<file path="config.mk">
export PLATFORM = sky130hd
export DESIGN_NAME = evt_timer56
export DESIGN_NICKNAME = d
export VERILOG_FILES = /design/src/rtl/evt_timer56_pkg.sv /design/src/rtl/evt_timer56_regs.sv /design/src/rtl/evt_timer56_counter.sv /design/src/rtl/evt_timer56_irq.sv /design/src/rtl/evt_timer56.sv
export SDC_FILE = /design/constraint.sdc
export NUM_CORES = 1
export LEC_CHECK = 0
export ABC_AREA = 1
export BUFFER_PORTS_ARGS = -buffer_cell sky130_fd_sc_hd__buf_2
export CAP_MARGIN = 20
export CELL_PAD_IN_SITES_DETAIL_PLACEMENT = 2
export CELL_PAD_IN_SITES_GLOBAL_PLACEMENT = 2
export CORE_UTILIZATION = 36
export CTS_BUF_LIST = sky130_fd_sc_hd__clkbuf_8
export DETAILED_ROUTE_END_ITERATION = 8
export GPL_TIMING_DRIVEN = 0
export PLACE_DENSITY_LB_ADDON = 0.15
export SLEW_MARGIN = 40
export SYNTH_ARGS = -nofsm -noshare
export SYNTH_HDL_FRONTEND = slang
export SYNTH_SLANG_ARGS = --single-unit
export TNS_END_PERCENT = 30
</file>
<file path="constraint.sdc">
create_clock -name clk -period 2.8 [get_ports clk]
set_input_delay 0 -clock clk [delete_from_list [all_inputs] [get_ports clk]]
set_output_delay 0 -clock clk [all_outputs]
set_load 0.01 [all_outputs]
</file>
<file path="src/rtl/evt_timer56_pkg.sv">
package evt_timer56_pkg;
  // register offsets (bytes)
  localparam logic [7:0] OFS_RLD_LO   = 8'h00;
  localparam logic [7:0] OFS_CTRL     = 8'h04;
  localparam logic [7:0] OFS_IE_SET   = 8'h2C;
  localparam logic [7:0] OFS_IE_CLR   = 8'h30;
  localparam logic [7:0] OFS_PEND_CLR = 8'h34;

  // control word bit positions
  localparam int CTL_RUN_BIT = 24;
  localparam int CTL_RPT_BIT = 28;
  localparam int CTL_LD_BIT  = 30;

  typedef struct packed {
    logic lo_wr;
    logic ctl_wr;
    logic ld;
    logic run;
    logic rpt;
    logic ie_set;
    logic ie_clr;
    logic pend_clr;
  } wr_dec_t;
endpackage

</file>
<file path="src/rtl/evt_timer56_regs.sv">
module evt_timer56_regs
  import evt_timer56_pkg::*;
#(
  parameter int DATA_W = 32,
  parameter int CNT_W  = 56,
  parameter int ADDR_W = 8,
  localparam int HI_W  = CNT_W - DATA_W
) (
  input  logic              clk,
  input  logic              rst_n,
  input  logic              wr_en,
  input  logic [ADDR_W-1:0] wr_addr,
  input  logic [DATA_W-1:0] wr_data,
  output wr_dec_t           dec,
  output logic [DATA_W-1:0] lo_q,
  output logic [HI_W-1:0]   hi_q
);
  always_comb begin
    dec          = '0;
    dec.lo_wr    = wr_en && (wr_addr == ADDR_W'(OFS_RLD_LO));
    dec.ctl_wr   = wr_en && (wr_addr == ADDR_W'(OFS_CTRL));
    dec.ld       = wr_data[CTL_LD_BIT];
    dec.run      = wr_data[CTL_RUN_BIT];
    dec.rpt      = wr_data[CTL_RPT_BIT];
    dec.ie_set   = wr_en && (wr_addr == ADDR_W'(OFS_IE_SET))   && wr_data[0];
    dec.ie_clr   = wr_en && (wr_addr == ADDR_W'(OFS_IE_CLR))   && wr_data[0];
    dec.pend_clr = wr_en && (wr_addr == ADDR_W'(OFS_PEND_CLR)) && wr_data[0];
  end

  always_ff @(posedge clk or negedge rst_n) begin
    if (!rst_n) begin
      lo_q <= '0;
      hi_q <= '0;
    end else begin
      if (dec.lo_wr)  lo_q <= wr_data;
      if (dec.ctl_wr) hi_q <= wr_data[HI_W-1:0];
    end
  end
endmodule

</file>
<file path="src/rtl/evt_timer56_counter.sv">
module evt_timer56_counter #(
  parameter int CNT_W     = 56,
  parameter int MIN_TICKS = 2
) (
  input  logic             clk,
  input  logic             rst_n,
  input  logic             ctl_wr,
  input  logic             ld,
  input  logic             run_wr,
  input  logic             rpt_wr,
  input  logic [CNT_W-1:0] new_val,
  input  logic [CNT_W-1:0] rld_val,
  output logic [CNT_W-1:0] cnt_q,
  output logic             run_q,
  output logic             rpt_q,
  output logic             expire
);
  logic [CNT_W-1:0] new_eff, rld_eff, cnt_d;
  logic             run_d, rpt_d, cnt_en;

  // lower bound on the programmed delay
  generate
    if (MIN_TICKS > 1) begin : g_clamp
      assign new_eff = (new_val < CNT_W'(MIN_TICKS)) ? CNT_W'(MIN_TICKS) : new_val;
      assign rld_eff = (rld_val < CNT_W'(MIN_TICKS)) ? CNT_W'(MIN_TICKS) : rld_val;
    end else begin : g_pass
      assign new_eff = new_val;
      assign rld_eff = rld_val;
    end
  endgenerate

  // a control write in the expiry cycle takes precedence
  assign expire = run_q && (cnt_q == CNT_W'(1)) && !ctl_wr;
  assign cnt_en = ctl_wr || run_q;

  always_comb begin
    cnt_d = cnt_q;
    run_d = run_q;
    rpt_d = rpt_q;
    if (ctl_wr) begin
      run_d = run_wr;
      rpt_d = rpt_wr;
      if (ld || (run_wr && cnt_q == '0)) cnt_d = new_eff;
    end else if (run_q) begin
      if (cnt_q == CNT_W'(1)) begin
        if (rpt_q) begin
          cnt_d = rld_eff;
        end else begin
          cnt_d = '0;
          run_d = 1'b0;
        end
      end else begin
        cnt_d = cnt_q - CNT_W'(1);
      end
    end
  end

  always_ff @(posedge clk or negedge rst_n) begin
    if (!rst_n) begin
      cnt_q <= '0;
      run_q <= 1'b0;
      rpt_q <= 1'b0;
    end else if (cnt_en) begin
      cnt_q <= cnt_d;
      run_q <= run_d;
      rpt_q <= rpt_d;
    end
  end
endmodule

</file>
<file path="src/rtl/evt_timer56_irq.sv">
module evt_timer56_irq (
  input  logic clk,
  input  logic rst_n,
  input  logic expire,
  input  logic ie_set,
  input  logic ie_clr,
  input  logic pend_clr,
  output logic ie_q,
  output logic pend_q,
  output logic irq_o
);
  logic ie_d, pend_d;

  always_comb begin
    ie_d = ie_q;
    if (ie_set)      ie_d = 1'b1;
    else if (ie_clr) ie_d = 1'b0;
    pend_d = pend_q;
    if (expire)        pend_d = 1'b1;
    else if (pend_clr) pend_d = 1'b0;
  end

  always_ff @(posedge clk or negedge rst_n) begin
    if (!rst_n) begin
      ie_q   <= 1'b0;
      pend_q <= 1'b0;
    end else begin
      ie_q   <= ie_d;
      pend_q <= pend_d;
    end
  end

  assign irq_o = pend_q & ie_q;
endmodule

</file>
<file path="src/rtl/evt_timer56.sv">
module evt_timer56
  import evt_timer56_pkg::*;
#(
  parameter int DATA_W    = 32,
  parameter int CNT_W     = 56,
  parameter int ADDR_W    = 8,
  parameter int MIN_TICKS = 2
) (
  input  logic              clk,
  input  logic              rst_n,
  input  logic              wr_en,
  input  logic [ADDR_W-1:0] wr_addr,
  input  logic [DATA_W-1:0] wr_data,
  input  logic [ADDR_W-1:0] rd_addr,
  output logic [DATA_W-1:0] rd_data,
  output logic              irq_o
);
  localparam int HI_W = CNT_W - DATA_W;

  wr_dec_t          dec;
  logic [DATA_W-1:0] lo_q;
  logic [HI_W-1:0]   hi_q;
  logic [CNT_W-1:0]  cnt_q;
  logic              run_q, rpt_q, expire, ie_q, pend_q;
  logic [DATA_W-1:0] ctl_rd;

  evt_timer56_regs #(.DATA_W(DATA_W), .CNT_W(CNT_W), .ADDR_W(ADDR_W)) regs_i (
    .clk(clk), .rst_n(rst_n), .wr_en(wr_en), .wr_addr(wr_addr),
    .wr_data(wr_data), .dec(dec), .lo_q(lo_q), .hi_q(hi_q)
  );

  evt_timer56_counter #(.CNT_W(CNT_W), .MIN_TICKS(MIN_TICKS)) cnt_i (
    .clk(clk), .rst_n(rst_n), .ctl_wr(dec.ctl_wr), .ld(dec.ld),
    .run_wr(dec.run), .rpt_wr(dec.rpt),
    .new_val({wr_data[HI_W-1:0], lo_q}), .rld_val({hi_q, lo_q}),
    .cnt_q(cnt_q), .run_q(run_q), .rpt_q(rpt_q), .expire(expire)
  );

  evt_timer56_irq irq_i (
    .clk(clk), .rst_n(rst_n), .expire(expire), .ie_set(dec.ie_set),
    .ie_clr(dec.ie_clr), .pend_clr(dec.pend_clr),
    .ie_q(ie_q), .pend_q(pend_q), .irq_o(irq_o)
  );

  always_comb begin
    ctl_rd              = '0;
    ctl_rd[HI_W-1:0]    = hi_q;
    ctl_rd[CTL_RUN_BIT] = run_q;
    ctl_rd[CTL_RPT_BIT] = rpt_q;
  end

  always_comb begin
    rd_data = '0;
    if (rd_addr == ADDR_W'(OFS_RLD_LO))        rd_data = lo_q;
    else if (rd_addr == ADDR_W'(OFS_CTRL))     rd_data = ctl_rd;
    else if (rd_addr == ADDR_W'(OFS_IE_SET))   rd_data[0] = ie_q;
    else if (rd_addr == ADDR_W'(OFS_PEND_CLR)) rd_data[0] = pend_q;
  end
endmodule

</file>
# [Word level (Yosys, flattened, before mapping)]
# Index checks and enable logic that the tools add are counted.
# Widths: inputs -> output; s select.
[totals] input_bits=51 word_cells=62 regBits=116
[op_classes] order_cmp=2 add_sub_neg=1 n_reduce_logical=22 muxes=20 n_eq_ne=9 bitwise=1
[op_table] cell="$mux 56" count=7
[op_table] cell="$lt 56x2->1 const B" count=2
[op_table] cell="$eq 56x1->1 const B" count=1
[op_table] cell="$logic_not 56->1" count=1
[op_table] cell="$sub 56x1->56 const B" count=1
[op_table] cell="$eq 8x6->1 const B" count=5
[op_table] cell="$mux 32" count=1
[op_table] cell="$mux 28" count=1
[op_table] cell="$eq 8x3->1 const B" count=2
[op_table] cell="$logic_not 8->1" count=2
[op_table] cell="$logic_and 1x1->1" count=11
[op_table] cell="$mux 1" count=11
[op_table] cell="$reduce_bool 2->1" count=3
[op_table] cell="$reduce_and 3->1" count=1
[op_table] cell="$logic_or 1x1->1" count=2
[op_table] cell="$ne 2x2->1 const B" count=1
[op_table] cell="$reduce_and 2->1" count=1
[op_table] cell="$and 1x1->1" count=1
[op_table] cell="$logic_not 1->1" count=1

# [Depth between registers and ports, before layout]
[logic_depth] ltp_word=6 ltp_mapped=13 depth_no_buf=13

# [Cells and area by module]
# From an unflattened synthesis, not the netlist that was laid out.
[hier_totals] cells_unflattened=1484 area_unflattened_um2=8924.8
[by_module_without_submodules] module="evt_timer56_counter" instances=1 seq_area_each_um2=1451.4 cells_per_inst=1086 area_per_inst_um2=5894.4
[by_module_without_submodules] module="evt_timer56_regs" instances=1 seq_area_each_um2=1401.3 cells_per_inst=270 area_per_inst_um2=2374.8
[by_module_without_submodules] module="evt_timer56" instances=1 seq_area_each_um2=0.0 cells_per_inst=116 area_per_inst_um2=568.0
[by_module_without_submodules] module="evt_timer56_irq" instances=1 seq_area_each_um2=50.0 cells_per_inst=12 area_per_inst_um2=87.6

# [Least setup slack after synthesis]
# OpenSTA, ideal clock, no wires.
[synth_timing] path_type="register to register" start="register cnt_i.cnt_q[0]" end="register cnt_i.cnt_q[46]" path_slack_ns=1.101 arrival_time_ns=1.621 path_stages_with_launch=13 t_required_ns=2.723 setup_time_ns=0.077 path_cell_list="dfrtp_1 inv_1 ha_1 nand2_1 inv_1 nand3_1 nor2_1 nand2_1 nand2_1 nand3_1 nand2_1 nand2_1 a21oi_1"
[synth_between] elab_chain_len=5
[synth_lines] element="start: declaration" line_no="evt_timer56_counter.sv:13" source="output logic [CNT_W-1:0] cnt_q,"
[synth_lines] element="start signal: assignment" line_no="evt_timer56_counter.sv:64" source="cnt_q <= cnt_d;"
[synth_lines] element="parallel branches: the longest is 5 deep, another holds $sub 56x1->56"
# Parallel ways; which one is timed is not known. The select of a mux whose other input is x is not followed.
# A chain may end at the register's enable or synchronous reset.

# [Worst setup path after layout]
[layout_timing] start="register cnt_i.cnt_q[24]" end="register cnt_i.cnt_q[20]"
[layout_between] elab_chain_len=5
[layout_lines] element="$logic_not 56->1" line_no="evt_timer56_counter.sv:43" source="if (ld || (run_wr && cnt_q == '0)) cnt_d = new_eff;"
[layout_lines] element="$logic_and 1x1->1" line_no="evt_timer56_counter.sv:43"
[layout_lines] element="$logic_or 1x1->1" line_no="evt_timer56_counter.sv:43"
[layout_lines] element="$ne 2x2->1 (no line)"
[layout_lines] element="$reduce_and 3->1 (no line)"
# Parallel ways exist; a longest one is shown, timed or not. The select of a mux whose other input is x is not followed.

==> impl_metrics.toml <==
[floorplan]
fp.dieW_um = 152
rows = 54
die_area_um2 = 23000
coreArea_um2 = 21900
io-pin-count = 84
fp.dieH_um = 152
start_util_pct = 36.9

[worst_hold_path]
min_path_cells = 4
hold_path_class = "input port to flop"
holdPathEnd = "irq_i.pend_q"
min_from = "wr_addr[5]"

[grt]
grt_pass1_vias = 11349
grt_remaining_overflow = 0
grt_pass1_wl_um = 75000
grt_usage_pct = 45.6
grt_start_max_net_pins = 70
antenna_found_initial = 0

[logic_synthesis]
synth_nets = 1342
synth_cell_types = 32
synth.avg_cell_area_um2 = 6.27
synth_edf_count = 0
synth_ff_type = "dfrtp_1"
syn_area_um2 = 8080
ys_async_sr_fraction_pct = 100
synth.ff_latch_count = 116
ys_seq_area_share_pct = 35.9
syn_inst = 1288
yosysWarnings = 0

[timing]
slew_headroom_pct = 46.2
max_freq_ghz = 0.344
hold_violations = 0
worst_slew_pin_slew_ns = 0.806
skew_ns = 0.0179
period_needed_ns = 2.90
fin_ws_ns = -0.104
rsz0062_at_grt = "true"
drv_slew = 0
fin_crit_sh_pct = 104
setup_viol = 2

[cts]
clock-root-buffer = "clkbuf_8"
tritoncts = "yes"
cts_made_buffers = 17
post_cts_buffers = 0
numClockSinks = 116
clockBufferDepth = 2
htreeDepth = 4
clkLatencyLatePin_ns = 0.50
clk_pin_slew_worst_paths_ns = 0.10

[layout]
drive_gt1_share_pct = 11.5
layout_commonest_cell = "nand2_1"
syn_to_final_growth_pct = 20.0
final_cell_area_um2 = 9690
fillerInstances = 2743
final_cell_mix = "424 x nand2_1, 206 x nor2_1, 149 x inv_1"
antenna_cells = 0
fin_nets = 1485

[setup_path]
ff2ff_path_depth = 11
critPathLaunchType = "flop"
worstPathArrival_ns = 3.25
regToRegEndpoint = "cnt_i.cnt_q[20]"
crit_fanout = 10
critPathKind = "flop to flop"
r2r-start = "cnt_i.cnt_q[24]"
r2r_setup_slack_ns = -0.10
worstPathRequired_ns = 3.14
cp-end-kind = "flop"

[power_and_ir_drop]
pwr-share-seq_pct = 32.4
p_switching_w = 0.00454
p_int_w = 0.00382
power_frac_clock_pct = 20.6
finalPower_w = 0.00837
vdd_drop_max_mv = 0.302
comb_power_share_pct = 46.9
leakage_nw = 5.26
p_per_area_nw_per_um2 = 864
swShare_pct = 54.3

[detailed_routing]
drt_iter0_drc = 982
finalWirelength_um = 50700
drc = 0
via_count = 10462
drtAntennaViolNets = 0
routed_via_density = 6.07
drt_pass1_iterations = 7
wire_per_inst_um = 29.4

[placed_design]
port_buffers = 83
place_area_um2 = 8910
gp_congestion = 0.972
dp_hpwl_um = 32700

[outcome]
status = "finished, violations left"
violations = "setup timing"

[run]
cap_violations = 0
==> metrics by stage <==
stage | hold WS, ns | utilization (%) | std cells | setup slack, ns | setup TNS (ns)
after global placement | 0.200 | 40.4 | 1651 | 0.0788 | 0
final | 0.0549 | 44.3 | 1724 | -0.104 | -0.197
after detailed placement | -0.223 | 40.7 | 1653 | 0.205 | 0
after global routing | 0.0950 | 44.3 | 1724 | -0.127 | -0.264
after floorplan | -0.296 | - | 1288 | 1.10 | 0
after CTS | 0.000767 | 44.2 | 1724 | 0.160 | 0
==> Yosys cell counts, types with 2 or more instances <==
cell      count  share of area, %
o21ai_1      18               1.1
nand2_1     424                20
dfrtp_1     116                36
xor2_1       17               1.8
inv_2         4              0.19
buf_2         9              0.56
xnor2_1       8              0.87
nand4_1      17               1.3
nand3b_1      4              0.37
nor2_1      209               9.7
clkbuf_1     25               1.2
nand3_2       2              0.25
buf_6         4              0.56
o21ai_0      57               3.5
a21oi_1      51               3.2
o22ai_1      22               1.7
nor3_1        7              0.43
inv_1       149               6.9
nor4_1        4              0.31
and2_1        4              0.31
nor2_2       11              0.85
nor2_4        2              0.28
buf_4         7              0.65
nand3_1     105               6.5
ha_1          3              0.46
mux2_2        3              0.42
==> how the worst max path moves through the flow <==
stage | from | endpoint | cells after the start
2_1_floorplan | cnt_i.cnt_q[0] | cnt_i.cnt_q[46] | 12
3_3_place_gp | rst_n | cnt_i.cnt_q[49] | 1
3_5_place_dp | cnt_i.cnt_q[35] | cnt_i.cnt_q[10] | 11
4_1_cts | cnt_i.cnt_q[25] | cnt_i.cnt_q[10] | 11
5_1_grt | cnt_i.cnt_q[33] | cnt_i.cnt_q[20] | 12
6_report | cnt_i.cnt_q[24] | cnt_i.cnt_q[20] | 11
==> registers in the layout, summed over array words and instances (netlist names) <==
name / cells
irq_i.ie_q: 1
cnt_i.cnt_q: 56
irq_i.pend_q: 1
cnt_i.rpt_q: 1
cnt_i.run_q: 1
regs_i.hi_q: 24
regs_i.lo_q: 32
==> timing repair <==
item | 4_1_cts | 5_1_grt
hold buffers | 39 | 0
hold endpoints to repair | 194 | 0
gates resized for setup | 0 | 7
setup endpoints to repair | 0 | 24
==> cell families (layout without fill, tap and decap cells) <==
kind of cell    after synthesis  count (layout)  synth area share (%)
compound gates              150             150                  9.74
xor+xnor                     25              25                  2.71
fa+ha+maj                     3               3                 0.465
buf+inv                     199             355                  10.1
flops                       116             116                  35.9
mux                           3               3                 0.418
simple gates                792             792                  40.6
==> power groups by stage <==
| stage | clock (W) | sequential [W] | combinational (W) |
|---|---|---|---|
| after floorplan | 0 | 0.00237 | 0.00226 |
| after global placement | 0 | 0.00259 | 0.00314 |
| after detailed placement | 0 | 0.00262 | 0.00336 |
| after CTS | 0.00164 | 0.00260 | 0.00347 |
| after global routing | 0.00176 | 0.00271 | 0.00418 |
| final | 0.00173 | 0.00271 | 0.00393 |
==> final cells by class <==
| type | instances | area (um2) | area share [%] |
|---|---|---|---|
| Inverter | 153 | 577 | 5.95 |
| Multi-Input combinational cell | 973 | 4370 | 45.1 |
| Sequential cell | 116 | 2900 | 30.0 |
| Clock inverter | 15 | 145 | 1.50 |
| Buffer | 46 | 241 | 2.49 |
| Clock buffer | 17 | 234 | 2.41 |
| Tap cell | 280 | 350 | 3.62 |
| Timing Repair Buffer | 124 | 871 | 8.99 |
==> metal layers <==
metal	GRT usage, %	vias up	wire [um]
met2	73.8	609	23700
met3	9.16	188	4110
met5	0	-	0
met4	24.9	0	2660
met1	56.7	5329	20200
li1	-	4336	-
==> worst max-delay path, cell delays in order (launching register included) <==
cell,delay (ns)
dfrtp_1,0.49
nor2_1,0.25
nand2_1,0.16
nor2_2,0.22
nand2_1,0.20
nor2_1,0.17
nand2_1,0.26
buf_2,0.34
nand2_1,0.12
nand3_1,0.17
nand2_1,0.22
nand2_1,0.16
Note: power is estimated with default switching activity, not from simulation.
